<file path="config.mk">
export PLATFORM = sky130hd
export DESIGN_NAME = sram_lane_ctrl
export DESIGN_NICKNAME = d
export VERILOG_FILES = /design/src/rtl/sram_lane_pkg.sv /design/src/rtl/sram_seq_fsm.sv /design/src/rtl/sram_byte_lane.sv /design/src/rtl/sram_lane_ctrl.sv
export SDC_FILE = /design/constraint.sdc
export NUM_CORES = 1
export LEC_CHECK = 0
export BUFFER_PORTS_ARGS = -buffer_cell sky130_fd_sc_hd__buf_2
export CORE_MARGIN = 2
export CORE_UTILIZATION = 40
export DETAILED_ROUTE_END_ITERATION = 10
export GPL_ROUTABILITY_DRIVEN = 0
export MAX_ROUTING_LAYER = met4
export PLACE_DENSITY = 0.76
export RECOVER_POWER = 50
export SYNTH_ARGS = -nofsm -noshare
export SYNTH_HDL_FRONTEND = slang
export SYNTH_SLANG_ARGS = --single-unit
</file>
<file path="constraint.sdc">
create_clock -name clk -period 2.5 [get_ports clk]
set_input_delay 0 -clock clk [delete_from_list [all_inputs] [get_ports clk]]
set_output_delay 0 -clock clk [all_outputs]
set_load 0.05 [all_outputs]
</file>
<file path="src/rtl/sram_lane_pkg.sv">
package sram_lane_pkg;

  typedef enum logic [2:0] {
    PH_IDLE   = 3'd0,
    PH_READ   = 3'd1,
    PH_TURN   = 3'd2,
    PH_WPULSE = 3'd3,
    PH_WREC   = 3'd4
  } phase_e;

  // whole cycles covering a time in ns, never below one
  function automatic int unsigned ns_to_cycles(input int unsigned t_ns,
                                               input int unsigned clk_ns);
    int unsigned c;
    c = (t_ns + clk_ns - 1) / clk_ns;
    if (c < 1) c = 1;
    return c;
  endfunction

  function automatic int unsigned max2(input int unsigned a, input int unsigned b);
    return (a > b) ? a : b;
  endfunction

  // width of a counter that must reach value n
  function automatic int unsigned cnt_bits(input int unsigned n);
    return (n < 2) ? 1 : $clog2(n + 1);
  endfunction

endpackage

</file>
<file path="src/rtl/sram_seq_fsm.sv">
module sram_seq_fsm
  import sram_lane_pkg::*;
#(
  parameter int unsigned RD_CYC = 9,
  parameter int unsigned TA_CYC = 4,
  parameter int unsigned WP_CYC = 9,
  parameter int unsigned CNT_W  = 4
) (
  input  logic   clk,
  input  logic   rst_n,
  input  logic   start,
  input  logic   start_write,
  output phase_e phase,
  output logic   phase_last,
  output logic   done
);

  logic [CNT_W-1:0] cnt;

  always_comb begin
    case (phase)
      PH_READ:   phase_last = (cnt == CNT_W'(RD_CYC - 1));
      PH_TURN:   phase_last = (cnt == CNT_W'(TA_CYC - 1));
      PH_WPULSE: phase_last = (cnt == CNT_W'(WP_CYC - 1));
      PH_WREC:   phase_last = 1'b1;
      default:   phase_last = 1'b0;
    endcase
  end

  always_ff @(posedge clk or negedge rst_n) begin
    if (!rst_n) begin
      phase <= PH_IDLE;
      cnt   <= '0;
      done  <= 1'b0;
    end else begin
      done <= 1'b0;
      if (phase == PH_IDLE) begin
        cnt <= '0;
        if (start) phase <= start_write ? PH_TURN : PH_READ;
      end else if (phase_last) begin
        cnt <= '0;
        case (phase)
          PH_READ:   begin phase <= PH_IDLE; done <= 1'b1; end
          PH_TURN:   phase <= PH_WPULSE;
          PH_WPULSE: phase <= PH_WREC;
          PH_WREC:   begin phase <= PH_IDLE; done <= 1'b1; end
          default:   phase <= PH_IDLE;
        endcase
      end else begin
        cnt <= cnt + 1'b1;
      end
    end
  end

endmodule

</file>
<file path="src/rtl/sram_byte_lane.sv">
module sram_byte_lane #(
  parameter int unsigned LANE_W = 8
) (
  input  logic              clk,
  input  logic              rst_n,
  input  logic              lane_en,
  input  logic              cycle_active,
  input  logic              capture,
  input  logic [LANE_W-1:0] bus_in,
  output logic              bsel_n,
  output logic [LANE_W-1:0] rd_byte
);

  assign bsel_n = !(cycle_active && lane_en);

  always_ff @(posedge clk or negedge rst_n) begin
    if (!rst_n)       rd_byte <= '0;
    else if (capture) rd_byte <= lane_en ? bus_in : '0;
  end

endmodule

</file>
<file path="src/rtl/sram_lane_ctrl.sv">
module sram_lane_ctrl
  import sram_lane_pkg::*;
#(
  parameter int unsigned ADDR_W   = 18,
  parameter int unsigned DATA_W   = 16,
  parameter int unsigned CLK_NS   = 8,
  parameter int unsigned T_RC_NS  = 70,
  parameter int unsigned T_AA_NS  = 70,
  parameter int unsigned T_OE_NS  = 35,
  parameter int unsigned T_WC_NS  = 70,
  parameter int unsigned T_WP_NS  = 55,
  parameter int unsigned T_AW_NS  = 65,
  parameter int unsigned T_DS_NS  = 30,
  parameter int unsigned T_HZ_NS  = 25
) (
  input  logic                 clk,
  input  logic                 rst_n,
  input  logic                 req_valid,
  input  logic                 req_write,
  input  logic [ADDR_W-1:0]    req_addr,
  input  logic [DATA_W-1:0]    req_wdata,
  input  logic [DATA_W/8-1:0]  req_be,
  output logic                 req_ready,
  output logic                 rsp_done,
  output logic [DATA_W-1:0]    rsp_rdata,
  output logic [ADDR_W-1:0]    sram_addr,
  output logic                 sram_ce_n,
  output logic                 sram_oe_n,
  output logic                 sram_we_n,
  output logic [DATA_W/8-1:0]  sram_bsel_n,
  output logic [DATA_W-1:0]    sram_dq_out,
  output logic                 sram_dq_oe,
  input  logic [DATA_W-1:0]    sram_dq_in
);

  localparam int unsigned LANES  = DATA_W / 8;
  localparam int unsigned RD_CYC = max2(max2(ns_to_cycles(T_RC_NS, CLK_NS),
                                             ns_to_cycles(T_AA_NS, CLK_NS)),
                                        ns_to_cycles(T_OE_NS, CLK_NS));
  localparam int unsigned TA_CYC = ns_to_cycles(T_HZ_NS, CLK_NS);
  localparam int unsigned WC_CYC = ns_to_cycles(T_WC_NS, CLK_NS);
  // pulse covers width, address-to-end, data setup and the whole write cycle
  localparam int unsigned WP_MIN = max2(max2(ns_to_cycles(T_WP_NS, CLK_NS),
                                             ns_to_cycles(T_AW_NS, CLK_NS)),
                                        ns_to_cycles(T_DS_NS, CLK_NS));
  localparam int unsigned WP_CYC = (WC_CYC > TA_CYC + WP_MIN + 1)
                                   ? (WC_CYC - TA_CYC - 1) : WP_MIN;
  localparam int unsigned CNT_W  = cnt_bits(max2(max2(RD_CYC, TA_CYC), WP_CYC));

  // named internal events
  phase_e             phase;
  logic               phase_last;
  logic               accept;
  logic               rd_capture;
  logic               wr_end;
  logic               cycle_active;

  logic [ADDR_W-1:0]  addr_q;
  logic [DATA_W-1:0]  wdata_q;
  logic [LANES-1:0]   be_q;

  assign req_ready    = (phase == PH_IDLE);
  assign accept       = req_valid && req_ready;
  assign rd_capture   = (phase == PH_READ) && phase_last;
  assign wr_end       = (phase == PH_WPULSE) && phase_last;
  assign cycle_active = (phase != PH_IDLE);

  always_ff @(posedge clk or negedge rst_n) begin
    if (!rst_n) begin
      addr_q  <= '0;
      wdata_q <= '0;
      be_q    <= '0;
    end else if (accept) begin
      addr_q  <= req_addr;
      wdata_q <= req_wdata;
      be_q    <= req_be;
    end
  end

  sram_seq_fsm #(
    .RD_CYC(RD_CYC),
    .TA_CYC(TA_CYC),
    .WP_CYC(WP_CYC),
    .CNT_W (CNT_W)
  ) u_fsm (
    .clk        (clk),
    .rst_n      (rst_n),
    .start      (accept),
    .start_write(req_write),
    .phase      (phase),
    .phase_last (phase_last),
    .done       (rsp_done)
  );

  for (genvar g = 0; g < LANES; g++) begin : g_lane
    sram_byte_lane #(.LANE_W(8)) u_lane (
      .clk         (clk),
      .rst_n       (rst_n),
      .lane_en     (be_q[g]),
      .cycle_active(cycle_active),
      .capture     (rd_capture),
      .bus_in      (sram_dq_in[g*8 +: 8]),
      .bsel_n      (sram_bsel_n[g]),
      .rd_byte     (rsp_rdata[g*8 +: 8])
    );
  end

  assign sram_addr   = addr_q;
  assign sram_ce_n   = !cycle_active;
  assign sram_oe_n   = (phase != PH_READ);
  assign sram_we_n   = (phase != PH_WPULSE);
  assign sram_dq_oe  = (phase == PH_WPULSE) || (phase == PH_WREC);
  assign sram_dq_out = wdata_q;

endmodule

</file>
=== Yosys cells after proc, flatten, opt, wreduce, memory -nomap -nowiden ===
Cells that the tools add are included.

* Bits in latches: 0
* Output and inout bits: 58
* Memories kept: 0
* Register bits after elaboration: 60
* RAM bits: 0
* Bits in read-only memories: 0
* Logic and storage cells: 45

* Add/subtract/negate cells: 1
* Shift-type cells: 0
* Order comparisons: 0
* Div/mod/pow operators: 0
* Equal/unequal tests: 9
* Reduce and logical (&&, ||, !) cells: 14
* Bitwise logic cells: 0
* Multiply operators: 0
* Mux-type cells: 13

{| class="wikitable"
|+ Operators with widths
! operator !! number
|-
| 8-bit two-way mux || 2
|-
| 3-bit two-way mux || 3
|-
| 4-bit two-way mux || 2
|-
| 3-bit by 2-bit equality test with 1-bit output, second input constant || 2
|-
| 3-bit case mux with 2 select lines || 1
|-
| 4-bit by 1-bit adder with 4-bit output, second input constant || 1
|-
| 4-bit by 2-bit equality test with 1-bit output, second input constant || 1
|-
| 4-bit equality test, second input constant || 1
|-
| 1-bit logical AND || 4
|-
| 2-bit OR reduction || 2
|-
| 3-bit by 1-bit equality test with 1-bit output, second input constant || 1
|-
| 3-bit equality test, second input constant || 1
|-
| 1-bit zero test || 3
|-
| 3-bit zero test || 1
|-
| 1-bit two-way mux || 3
|-
| 3-bit by 1-bit != test with 1-bit output, second input constant || 1
|-
| 3-bit by 2-bit != test with 1-bit output, second input constant || 1
|-
| 1-bit case mux with 3 select lines || 1
|-
| 3-bit nonzero test || 1
|-
| 2-bit two-way mux || 1
|-
| 2-bit by 1-bit != test with 1-bit output, second input constant || 1
|-
| 2-bit AND reduction || 1
|-
| 2-bit nonzero test || 1
|-
| 1-bit logical OR || 1
|}

=== Depth between registers and ports, before layout ===
Gate-level depths: netlist (run 1).

* Depth after elaboration: 5
* Depth in mapped cells: 8
* Gate-level depth less buffers: 5

=== Cells and area by module ===
From an unflattened synthesis (run 1), not the netlist that was laid out.

* Cell total of the unflattened synthesis: 193
* Area, all modules: 2682.6 um^2

{| class="wikitable"
|+ By module, submodules not included
! module !! times used !! area each (um^2) !! cells each
|-
| sram_lane_ctrl || 1 || 1550.2 || 86
|-
| sram_byte_lane || 2 || 356.6 || 35
|-
| sram_seq_fsm || 1 || 419.2 || 37
|}

=== Worst setup path after synthesis (run 1) ===
Ideal clock, no wire load.

* Path kind: reg-to-reg
* Start: register u_fsm.phase[2]
* End: register be_q[1]
* Path slack: 0.645 ns
* Stages on the path, launching flop included: 8
* Arrival: 1.727 ns
* Library setup time: 0.128 ns
* Buffers on the path: 2
* Data required time: 2.372 ns
* Path through: dfrtp_1 > nor2_1 > nand2_1 > inv_2 > and2_1 > buf_2 > buf_4 > mux2_1

* Longest elaborated chain between the ends: 2

{| class="wikitable"
|+ RTL lines
! element !! line !! RTL
|-
| start, declared || sram_seq_fsm.sv:13 || <nowiki>output phase_e phase,</nowiki>
|-
| start signal, assigned || sram_seq_fsm.sv:39 || <nowiki>if (start) phase <= start_write ? PH_TURN : PH_READ;</nowiki>
|-
| 3-bit zero test || sram_lane_ctrl.sv:62 || <nowiki>assign req_ready = (phase == PH_IDLE);</nowiki>
|-
| named net req_ready || sram_lane_ctrl.sv:23 || <nowiki>output logic req_ready,</nowiki>
|-
| 1-bit logical AND || sram_lane_ctrl.sv:63 || <nowiki>assign accept = req_valid && req_ready;</nowiki>
|-
| end signal, assigned || sram_lane_ctrl.sv:76 || <nowiki>be_q <= req_be;</nowiki>
|-
| end, declared || sram_lane_ctrl.sv:60 || <nowiki>logic [LANES-1:0] be_q;</nowiki>
|}

The timed path passes the listed nets, and every way through them passes these cells.
A chain may end at the register's enable or synchronous reset.

=== Worst setup path after layout (run 1) ===
* Start: register u_fsm.phase[0]
* End: register addr_q[9], in the netlist sram_addr[9]

* Longest elaborated chain between the ends: 2

{| class="wikitable"
|+ RTL lines
! element !! line !! RTL
|-
| 3-bit zero test || sram_lane_ctrl.sv:62 ||
|-
| 1-bit logical AND || sram_lane_ctrl.sv:63 ||
|-
| end signal, assigned || sram_lane_ctrl.sv:74 || <nowiki>addr_q <= req_addr;</nowiki>
|-
| end, declared || sram_lane_ctrl.sv:58 || <nowiki>logic [ADDR_W-1:0] addr_q;</nowiki>
|}

Every way passes these cells.

==> results of run 1 <==
==> registers in the layout (all words and copies together) (netlist names) <==
register and flops:
g_lane.u_lane.rd_byte 16, u_fsm.phase 3, u_fsm.done 1, sram_addr 18, sram_dq_out 16, be_q 2
u_fsm.cnt 4
==> metal layers <==
| layer | global-route usage (%) | part of all wire, % | vias to the layer above |
|---|---|---|---|
| li1 | - | - | 989 |
| met1 | 22.3 | 42 | 1017 |
| met2 | 31.3 | 51 | 72 |
| met3 | 4.45 | 4.9 | 10 |
| met4 | 7.62 | 1.5 | 0 |
| met5 | - | 0 | - |
==> kinds of logic after synthesis <==
group	Yosys count	share of synthesized area [%]
flip-flops	60	59.1
multiplexers	52	22.2
AND/OR/NAND/NOR	43	8.76
buffers and inverters	30	6.20
AO/OA/AOI/OAI	8	2.56
XOR/XNOR	2	0.689
adder cells (fa/ha/maj)	1	0.492
==> power breakdown <==
part / switching (µW) / leakage (µW) / internal, µW
clock: 390 / 0.0000962 / 460
sequential: 319 / 0.000683 / 1390
combinational: 1940 / 0.00103 / 619
==> cell type report <==
class / count / area share [%]
clock buffers: 10 / 3.34
clock inverters: 6 / 1.70
inverters: 18 / 1.77
multi-input cells: 106 / 23.1
flip-flops and latches: 60 / 39.3
well taps: 77 / 2.52
repair buffers: 169 / 28.2
==> cell usage in the layout (no fill, tap or decap), types with 2 or more instances in the layout <==
cell type      count
inv_1             17
nor2_1             4
clkbuf_8           9
a21oi_1            2
nor2b_1            2
buf_2             73
nand2_1           24
dlygate4sd3_1     53
clkinv_4           2
mux2i_1           16
clkbuf_1          41
nor4bb_1           2
nand4bb_1          2
mux2_1            36
clkinv_2           2
nor3_1             3
dfrtp_1           60
==> what timing repair did <==
item / 4_1_cts / 5_1_grt
endpoints found under the setup margin: 0 / 0
endpoints found under the hold margin: 112 / 0
hold buffers: 53 / 0
==> worst paths after layout <==
path                       cells after the start  slack (ns)           start                           to
max                                            6        0.72  u_fsm.phase[0]                 sram_addr[9]
min                                            3        0.03       req_write               u_fsm.phase[1]
max reg2reg                                    6        0.72  u_fsm.phase[0]                 sram_addr[9]
min reg2reg                                    1        0.48   sram_addr[11]                sram_addr[11]
max in group asynchronous                      3        1.01           rst_n               u_fsm.phase[2]
min in group asynchronous                      3        0.63           rst_n  g_lane[1].u_lane.rd_byte[2]
==> worst max-delay path, delay by kind of cell (launching register included) <==
kind          cells  cell delay [ns]
buf+inv           2             0.29
simple gates      3             0.50
mux               1             0.36
flops             1             0.48
==> through the flow <==
| step | util (%) | instance area [µm²] | total power [µW] | worst slack (ns) | instances |
|---|---|---|---|---|---|
| finish | 61.2 | 3820 | 5120 | 0.724 | 446 |
| global route | 61.2 | 3820 | 5420 | 0.631 | 446 |
| CTS | 62.1 | 3870 | 5240 | 0.726 | 446 |
| detailed placement | 50.5 | 3150 | 4300 | 0.735 | 377 |
| global placement | 50.5 | 3150 | 4230 | 0.789 | 377 |
| floorplan | - | 2540 | 3700 | 0.645 | 196 |
==> results by group, run 1 <==
Drt
  • Final Routed Wirelength: about 6000 µm
  • Drt via density: 4.68
  • DRT iter0 DRCs: 57
  • # DRC: 0
  • Vias: 2088
  • DRT Pass-1 Iters: 4
  • Per-cell routed wire length: ~14 µm
  • Final ANT Viol Nets: 0

Clock tree
  • Clock latency on the worst-skew pair: roughly 0.33 ns
  • Total clock sinks: 60
  • Bufs on Longest Clock Path: 2
  • H-tree depth: 3
  • CTS clk-pin slew, worst paths: roughly 0.07 ns
  • Num CTS Buffers: 9
  • Post-CTS setup buffer count: 0
  • Resize count post-CTS: 0
  • Root Driver: clkbuf_8
  • CTS tree: yes

Worst hold path
  • Worst hold path class: primary input to register

STA
  • Final hold vios: 0
  • Setup TNS: 0 ns
  • Setup Viol. Count Final: 0
  • Max-slew violations: 0
  • Worst Max-Slew Pin Slew: 1.44 ns
  • Hold WS: 0.0325 ns
  • Fmax achieved: 563 MHz
  • Unrepaired setup endpoints after global routing: false
  • Rel. slew slack: 3.70%
  • Fin crit period: 1.78 ns
  • Skew final: 0.00725 ns
  • Final Cycle Share: 71.0%

Pwr
  • PwrDens: 1340 mW/mm²
  • Peak VDD IR: 0.815 mV
  • Leak Pwr: 0.00181 µW

Setup path
  • Crit-path cells: nor2_1, nand2_1, inv_2, and2_2, buf_12, mux2_1
  • Crit Path Class: register to register
  • Crit path DAT: 1.98 ns
  • Startpoint types: register
  • Critical Path RT: 2.70 ns
  • Critical path's largest stage delay: around 0.48 ns
  • Critical path capture point type: register
  • Worst-path fanout max: 36
  • CP max stage cell: dfrtp_1

Final layout
  • Storage element area: approximately 0.0015 mm²
  • Final antenna diode count: 0
  • Area of the multi-input gates: 885 µm²
  • NumNets Final: 421
  • Share of cells above drive strength 1: 25.7%
  • Fillers: 537
  • Layout Area Growth over Synthesis: 50.3%

Floorplanning
  • Top-level I/O count: 114
  • Die Area: 0.00701 mm²
  • Core Region: 0.00624 mm²
  • Die height: around 84 µm
  • Initial Util: 40.7%
  • Rows: 29
  • Die W: 83.7 µm

Synth
  • Post-synth top cells: 60 x dfrtp_1, 36 x mux2_1, 24 x nand2_1
  • Yosys warning count: 0
  • Post-synth EDFFs: 0
  • Async SR Flop Fraction: 100%
  • Most used DFF post-synth: dfrtp_1
  • FF+latch count, synth: 60
  • Top-count cell post-synth: dfrtp_1
  • Sequential area share after synthesis: 59.1%
  • Yosys top cell by area: dfrtp_1
  • Net Count, Synth: 253
  • Netlist cell types: 31
  • Top-area cell type share of the netlist area: 59.1%
  • Post-Syn Instances: 196
  • Avg Synthesized Cell Area: 13.0 µm²
  • Synthesized area: 0.00254 mm²
  • Synth area leaders: dfrtp_1 59%, mux2_1 16%, mux2i_1 6.3%

GRT
  • Vias in the first global route: around 2200
  • Total global routing overflow: 0
  • GRT Resource Usage Total: 18.9%
  • Initial antenna violation count: 0
  • Largest net degree at the start of global routing: 61
  • Global-route wire length before repair: 10300 µm

Status
  • Status: finished clean

Place
  • DP HPWL: between 3000 and 4000 µm
  • PortBufs: 113

Run
  • Max Cap Violations: 0
Note: power is estimated with default switching activity, not from simulation.
==> run 2: changes to the inputs <==
--- a/config.mk
+++ b/config.mk
@@ -11,7 +11,7 @@
 export DETAILED_ROUTE_END_ITERATION = 10
 export GPL_ROUTABILITY_DRIVEN = 0
 export MAX_ROUTING_LAYER = met4
-export PLACE_DENSITY = 0.76
+export PLACE_DENSITY = 0.78
 export RECOVER_POWER = 50
 export SYNTH_ARGS = -nofsm -noshare
 export SYNTH_HDL_FRONTEND = slang
==> constraint.sdc (replaced) <==
create_clock -name clk -period 1.4 [get_ports clk]
set_input_delay 0 -clock clk [delete_from_list [all_inputs] [get_ports clk]]
set_output_delay 0 -clock clk [all_outputs]
set_load 0.05 [all_outputs]
==> run 2 against run 1 <==
  * The flow now finishes with violations (setup timing)
  * Clock-buffer cell count grew 1
  * Power is 110% higher
  * Worst hold slack better by 0.021 ns
  * Routed wire length is 19% higher
==> results by group, run 2 (synthesis results as in run 1) <==
Status
  • Status: finished with violations
  • Violated checks: setup timing

Final layout
  • Share of cells above drive strength 1: 51.9% (+26 points)
  • Final Instance Area: 0.00435 mm² (+14%)
  • Layout Area Growth over Synthesis: 71.2%
  • Commonest cells after routing, fill and taps aside: 106 x buf_2, 59 x dfrtp_1, 54 x dlygate4sd3_1
  • Most common cell after layout, fill and taps aside: buf_2
  • Fillers: 428 (-20%)
  • NumNets Final: 443 (+5.2%)
  • Final antenna diode count: 0 (unchanged)
  • Max reg flops: 18 (unchanged)

GRT
  • Largest net degree at the start of global routing: 61 (unchanged)
  • Vias in the first global route: 2400 (+10%)
  • GRT Resource Usage Total: 21.8% (+2.9 points)
  • Total global routing overflow: 0 (unchanged)
  • Initial antenna violation count: 0 (unchanged)
  • Global-route wire length before repair: 11600 µm (+13%)

Pwr
  • Clk pwr share: 13.9% (-2.7 points)
  • Pint: 5490 µW (+120%)
  • Psw: 5020 µW (+90%)
  • Total power: 10500 µW (+110%)
  • Sequential share of power: 29.2% (-4.2 points)
  • Net Sw Frac: 47.8% (-3.9 points)
  • Logic pwr share: 56.9% (+6.9 points)
  • Peak VDD IR: 1.53 mV (+88%)
  • PwrDens: 2420 mW/mm² (+80%)
  • Leak Pwr: 0.00214 µW (+18%)

Floorplanning
  • Top-level I/O count: 114 (unchanged)
  • Core Region: 0.00624 mm² (unchanged)
  • Die Area: 0.00701 mm² (unchanged)
  • Die height: 83.7 µm (unchanged)
  • Rows: 29 (unchanged)
  • Initial Util: 40.7% (unchanged)
  • Die W: 83.7 µm (unchanged)

Clock tree
  • Clock latency on the worst-skew pair: 0.33 ns (about the same)
  • CTS tree: yes
  • Root Driver: clkbuf_8
  • Total clock sinks: 60 (unchanged)
  • CTS clk-pin slew, worst paths: 0.07 ns (about the same)
  • H-tree depth: 3 (unchanged)
  • Num CTS Buffers: 9 (unchanged)
  • Bufs on Longest Clock Path: 2 (unchanged)

STA
  • Skew final: 0.00530 ns (-0.00195 ns)
  • Fin crit period: 1.56 ns (-0.215 ns)
  • Setup TNS: -6.24 ns (-6.24 ns)
  • Final Cycle Share: 111% (+40 points)
  • Worst Max-Slew Pin Slew: 0.813 ns (-0.632 ns)
  • Unrepaired setup endpoints after global routing: true
  • Hold WS: 0.0536 ns (+0.0211 ns)
  • Post-route setup slack: -0.161 ns (-0.885 ns)
  • Final hold vios: 0 (unchanged)
  • Max-slew violations: 0 (unchanged)
  • Fmax achieved: 641 MHz (+14%)
  • Rel. slew slack: 45.8% (+42 points)
  • Setup Viol. Count Final: 56 (+56)

Setup path
  • Crit-path cells: or4b_4, a21oi_4, buf_12, mux2i_1
  • Reg2Reg Depth: 4 (-2)
  • Critical Path RT: 1.65 ns (-1.05 ns)
  • CP max stage cell: or4b_4
  • Startpoint types: register
  • Critical path's largest stage delay: 0.53 ns (+0.05 ns)
  • Worst path bufs/invs: 1 (-1)
  • Critical Path Stages: 4 (-2)
  • Crit Path Class: register to register
  • Crit path DAT: 1.81 ns (-0.17 ns)
  • Worst-path fanout max: 16 (-56%)
  • Critical path capture point type: register
  • Crit-path leading delay family: simple AND/OR/NAND/NOR gates

Place
  • DP Area: 0.00332 mm² (+5.4%)
  • DP HPWL: 3890 µm (+4.6%)
  • PortBufs: 113 (unchanged)

Run
  • Max Cap Violations: 0 (unchanged)

Drt
  • DRT iter0 DRCs: 50 (-12%)
  • # DRC: 0 (unchanged)
  • Per-cell routed wire length: 15.3 µm (+13%)
  • Vias: 2263 (+8.4%)
  • Drt via density: 4.84 (+3.3%)
  • DRT Pass-1 Iters: 4 (unchanged)
  • Final Routed Wirelength: 7140 µm (+19%)
  • Final ANT Viol Nets: 0 (unchanged)

Worst hold path
  • Worst hold path class: primary input to register
  • Hold path cells: 3 (unchanged)
==> run 2: changes by cell type in the layout (fill, tap and decap cells not counted), moves of 2 or more <==
cell / delta
buf_6: +5
nand4bb_4: +2
buf_4: +17
nand2_1: -6
nand2_2: +5
buf_8: +4
nand4bb_1: -2
buf_2: +33
clkbuf_1: -39
mux2_1: -32
mux2_4: +32
buf_12: +2
nor2_2: +3
nor2_1: -3
==> run 2: worst paths after layout <==
check | start | end | slack (ns)
setup / recovery | u_fsm.phase[2] | g_lane[1].u_lane.rd_byte[0] | -0.16
hold / removal | req_valid | u_fsm.phase[1] | 0.05
setup reg to reg | u_fsm.phase[2] | g_lane[1].u_lane.rd_byte[0] | -0.16
hold reg to reg | sram_dq_out[10] | sram_dq_out[10] | 0.49
max in group asynchronous | rst_n | u_fsm.cnt[3] | 0.41
min in group asynchronous | rst_n | sram_addr[7] | 0.41
==> run 2: final cells by class <==
cell class,instances,area [µm²],share of cell area (%)
multi-input combinational,106,1110,25.4
tap,77,96.3,2.21
clock buffer,11,131,3.02
sequential,60,1500,34.5
clock inverter,5,52.6,1.21
inverter,18,72.6,1.67
timing repair buffer,191,1390,31.9
==> run 2: stage by stage <==
step	utilization (%)	setup WS (ns)	cells
2_1_floorplan	-	-0.262	196
3_3_place_gp	53.2	-0.108	393
3_5_place_dp	53.2	-0.174	393
4_1_cts	69.8	-0.175	471
5_1_grt	69.7	-0.221	468
6_report	69.7	-0.161	468
==> run 2: power by group through the flow <==
stage	logic, µW	clock network, µW	registers, µW
after global routing	6260	1590	3190
after CTS	5790	1510	3040
after global placement	4910	0	2940
final	5980	1460	3070
after floorplan	1530	0	5140
after detailed placement	4980	0	2990
==> run 2: worst min-delay path: stages <==
cell and delay, ns:
buf_2 0.12, a21oi_1 0.14, o32ai_1 0.08
==> run 2: repair_timing <==
item | in CTS | in global routing
pin swaps | 4 | 2
endpoints found under the hold margin | 113 | 0
buffers inserted | 6 | 0
hold buffers | 54 | 0
endpoints found under the setup margin | 65 | 65
cloned | 2 | 0
gates resized for setup | 49 | 24
==> run 2: per-layer routing <==
metal	vias to the layer above	wire, µm	global-route usage [%]
li1	1031	-	-
met2	89	3660	36.4
met5	-	0	-
met1	1119	2860	24.9
met3	24	363	4.95
met4	0	255	10.4
==> run 3: changes to the inputs <==
--- a/config.mk
+++ b/config.mk
@@ -11,7 +11,7 @@
 export DETAILED_ROUTE_END_ITERATION = 10
 export GPL_ROUTABILITY_DRIVEN = 0
 export MAX_ROUTING_LAYER = met4
-export PLACE_DENSITY = 0.78
+export PLACE_DENSITY = 0.79
 export RECOVER_POWER = 50
 export SYNTH_ARGS = -nofsm -noshare
 export SYNTH_HDL_FRONTEND = slang
==> run 3 against run 2 <==
  * The run still ends with setup timing left
  * Sequential share of layout area is 0.70 points lower
  * Design area is 2.2% higher
  * Core utilization is 1.5 points higher
  * Power is 3.2% higher
  * Fmax is 1.7% lower
  * Clock skew is 0.00073 ns higher
  * Worst hold slack worse by 0.031 ns
  * Cell count is 0.21% lower
  * Non-clock buffer count is 2 lower
  * Clock-buffer cell count is 1 higher
  * Via count is 1.5% lower
  * Routed wire length is 2.1% higher
==> results by group, run 3 (synthesis results as in run 1) <==
Status
  • Status: finished with violations
  • Violated checks: setup timing

STA
  • Fmax achieved: 630 MHz (-1.7%)
  • Rel. slew slack: 46.6% (+0.75 points)
  • Skew final: 0.00603 ns (+0.000733 ns)
  • Final Cycle Share: 113% (+2.0 points)
  • Fin crit period: 1.59 ns (+0.0276 ns)
  • Post-route setup slack: -0.188 ns (-0.0276 ns)
  • Max-slew violations: 0 (unchanged)
  • Unrepaired setup endpoints after global routing: true
  • Worst Max-Slew Pin Slew: 0.802 ns (-0.0112 ns)
  • Setup Viol. Count Final: 52 (-7.1%)
  • Final hold vios: 0 (unchanged)
  • Setup TNS: -7.67 ns (-1.43 ns)

Floorplanning
  • Rows: 29 (unchanged)
  • Top-level I/O count: 114 (unchanged)
  • Die Area: 0.00701 mm² (unchanged)
  • Die W: 83.7 µm (unchanged)
  • Initial Util: 40.7% (unchanged)
  • Core Region: 0.00624 mm² (unchanged)
  • Die height: 83.7 µm (unchanged)

Drt
  • DRT iter0 DRCs: 69 (+38%)
  • Final ANT Viol Nets: 0 (unchanged)
  • # DRC: 0 (unchanged)
  • Vias: 2228 (-1.5%)
  • Per-cell routed wire length: 15.6 µm (+2.3%)
  • Final Routed Wirelength: 7290 µm (+2.1%)
  • Drt via density: 4.77 (-1.3%)
  • DRT Pass-1 Iters: 4 (unchanged)

Final layout
  • Final Instance Area: 0.00445 mm² (+2.2%)
  • Max reg flops: 18 (unchanged)
  • Non-filler instance count after layout: 467 (-0.21%)
  • Commonest cells after routing, fill and taps aside: 106 x buf_2, 58 x dfrtp_1, 53 x dlygate4sd3_1
  • NumNets Final: 441 (-0.45%)
  • Share of cells above drive strength 1: 53.0% (+1.0 points)
  • Layout Area Growth over Synthesis: 74.9%
  • Most common cell after layout, fill and taps aside: buf_2

Pwr
  • Sequential share of power: 28.4% (-0.8 points)
  • Net Sw Frac: 46.2% (-1.6 points)
  • PwrDens: 2440 mW/mm² (+1.0%)
  • Peak VDD IR: 1.52 mV (-0.36%)
  • Psw: 5010 µW (-0.30%)
  • Logic pwr share: 55.0% (-1.9 points)
  • Clk pwr share: 16.7% (+2.8 points)
  • Pint: 5840 µW (+6.4%)
  • Leak Pwr: 0.00219 µW (+2.1%)

Worst hold path
  • Worst hold path class: primary input to register

GRT
  • Vias in the first global route: 2336 (-2.7%)
  • GRT Resource Usage Total: 20.5% (-1.3 points)
  • Total global routing overflow: 0 (unchanged)
  • Largest net degree at the start of global routing: 61 (unchanged)
  • Initial antenna violation count: 0 (unchanged)
  • Global-route wire length before repair: 10900 µm (-5.6%)

Setup path
  • Critical Path RT: 1.65 ns (about the same)
  • Startpoint types: register
  • Crit-path leading delay family: simple AND/OR/NAND/NOR gates
  • CP max stage cell: or4b_4
  • Worst-path fanout max: 16 (unchanged)
  • Critical path's largest stage delay: 0.53 ns (about the same)
  • Critical path capture point type: register
  • Worst path bufs/invs: 1 (unchanged)
  • Crit Path Class: register to register
  • Crit path DAT: 1.84 ns (+0.03 ns)
  • Crit-path cells: or4b_4, a21oi_4, buf_12, mux2i_1

Clock tree
  • H-tree depth: 3 (unchanged)
  • CTS clk-pin slew, worst paths: 0.06 ns (about the same)
  • Bufs on Longest Clock Path: 2 (unchanged)
  • Num CTS Buffers: 9 (unchanged)
  • CTS tree: yes
  • Root Driver: clkbuf_8
  • Total clock sinks: 60 (unchanged)
  • Clock latency on the worst-skew pair: 0.34 ns (about the same)

Place
  • PortBufs: 113 (unchanged)
  • DP HPWL: 3740 µm (-3.7%)
  • Post-Place Cells: 391 (-0.51%)
  • DP Area: 0.00331 mm² (-0.45%)
  • Pre-CTS setup slack: -0.160 ns (+0.0140 ns)

Run
  • Max Cap Violations: 0 (unchanged)
==> run 3: changes by cell type in the layout (fill, tap and decap cells not counted), sizes merged <==
cell / delta
clkinv: -1
buf: -4
dlygate4sd3: -1
clkbuf: +4
clkinvlp: -1
bufinv: +1
diode: +1
==> run 3: cell type report <==
cell class / instances / area, µm²
clock buffers: 12 / 165
flip-flops and latches: 60 / 1500
inverters: 18 / 72.6
fillers: 430 / 1800
repair buffers: 189 / 1430
diodes: 1 / 2.50
clock inverters: 4 / 70.1
well taps: 77 / 96.3
multi-input cells: 106 / 1110
==> run 3: path summary, 6_finish.rpt <==
check,start,to,slack (ns),cells past startpoint
worst max-delay path,u_fsm.phase[2],g_lane[1].u_lane.rd_byte[1],-0.19,4
worst min-delay path,req_write,u_fsm.phase[1],0.02,3
worst max register to register,u_fsm.phase[2],g_lane[1].u_lane.rd_byte[1],-0.19,4
worst min register to register,sram_dq_out[4],sram_dq_out[4],0.51,1
max in group asynchronous,rst_n,u_fsm.phase[0],0.43,3
min in group asynchronous,rst_n,sram_dq_out[14],0.40,3
==> run 3: stage by stage <==
| stage | total power (µW) | util [%] | hold slack (ns) |
|---|---|---|---|
| 3_3_place_gp | 7800 | 53.0 | 0.0262 |
| 5_1_grt | 11400 | 71.2 | 0.0750 |
| 3_5_place_dp | 7910 | 53.0 | 0.0301 |
| 6_report | 10800 | 71.2 | 0.0226 |
| 2_1_floorplan | 6660 | - | -0.296 |
| 4_1_cts | 10500 | 68.6 | 0.00847 |
==> run 3: tightest hold or removal path: cells and delay by family <==
kind,cells,cell delay (ns)
buf+inv,1,0.11
compound gates,2,0.20
==> run 3: timing repair <==
action | in CTS | in global routing
endpoints found under the setup margin | 65 | 64
hold buffers | 53 | 0
pin swaps | 1 | 3
endpoints found under the hold margin | 112 | 0
setup buffers | 2 | 3
resized for setup | 42 | 28
gates cloned | 1 | 3
==> run 3: layer usage <==
layer | up-vias | GRT usage [%] | part of all wire [%]
met4 | 0 | 9.97 | 1.8
met2 | 81 | 34.0 | 52
met3 | 11 | 4.15 | 4.5
li1 | 1034 | - | -
met1 | 1102 | 23.9 | 42
met5 | - | - | 0
==> run 3: power by group through the flow <==
stage / logic [µW] / clock network (µW) / registers (µW)
after CTS: 5620 / 1850 / 3020
after global placement: 4860 / 0 / 2950
after floorplan: 1530 / 0 / 5140
after detailed placement: 4920 / 0 / 2990
final: 5960 / 1810 / 3080
after global routing: 6220 / 1950 / 3180
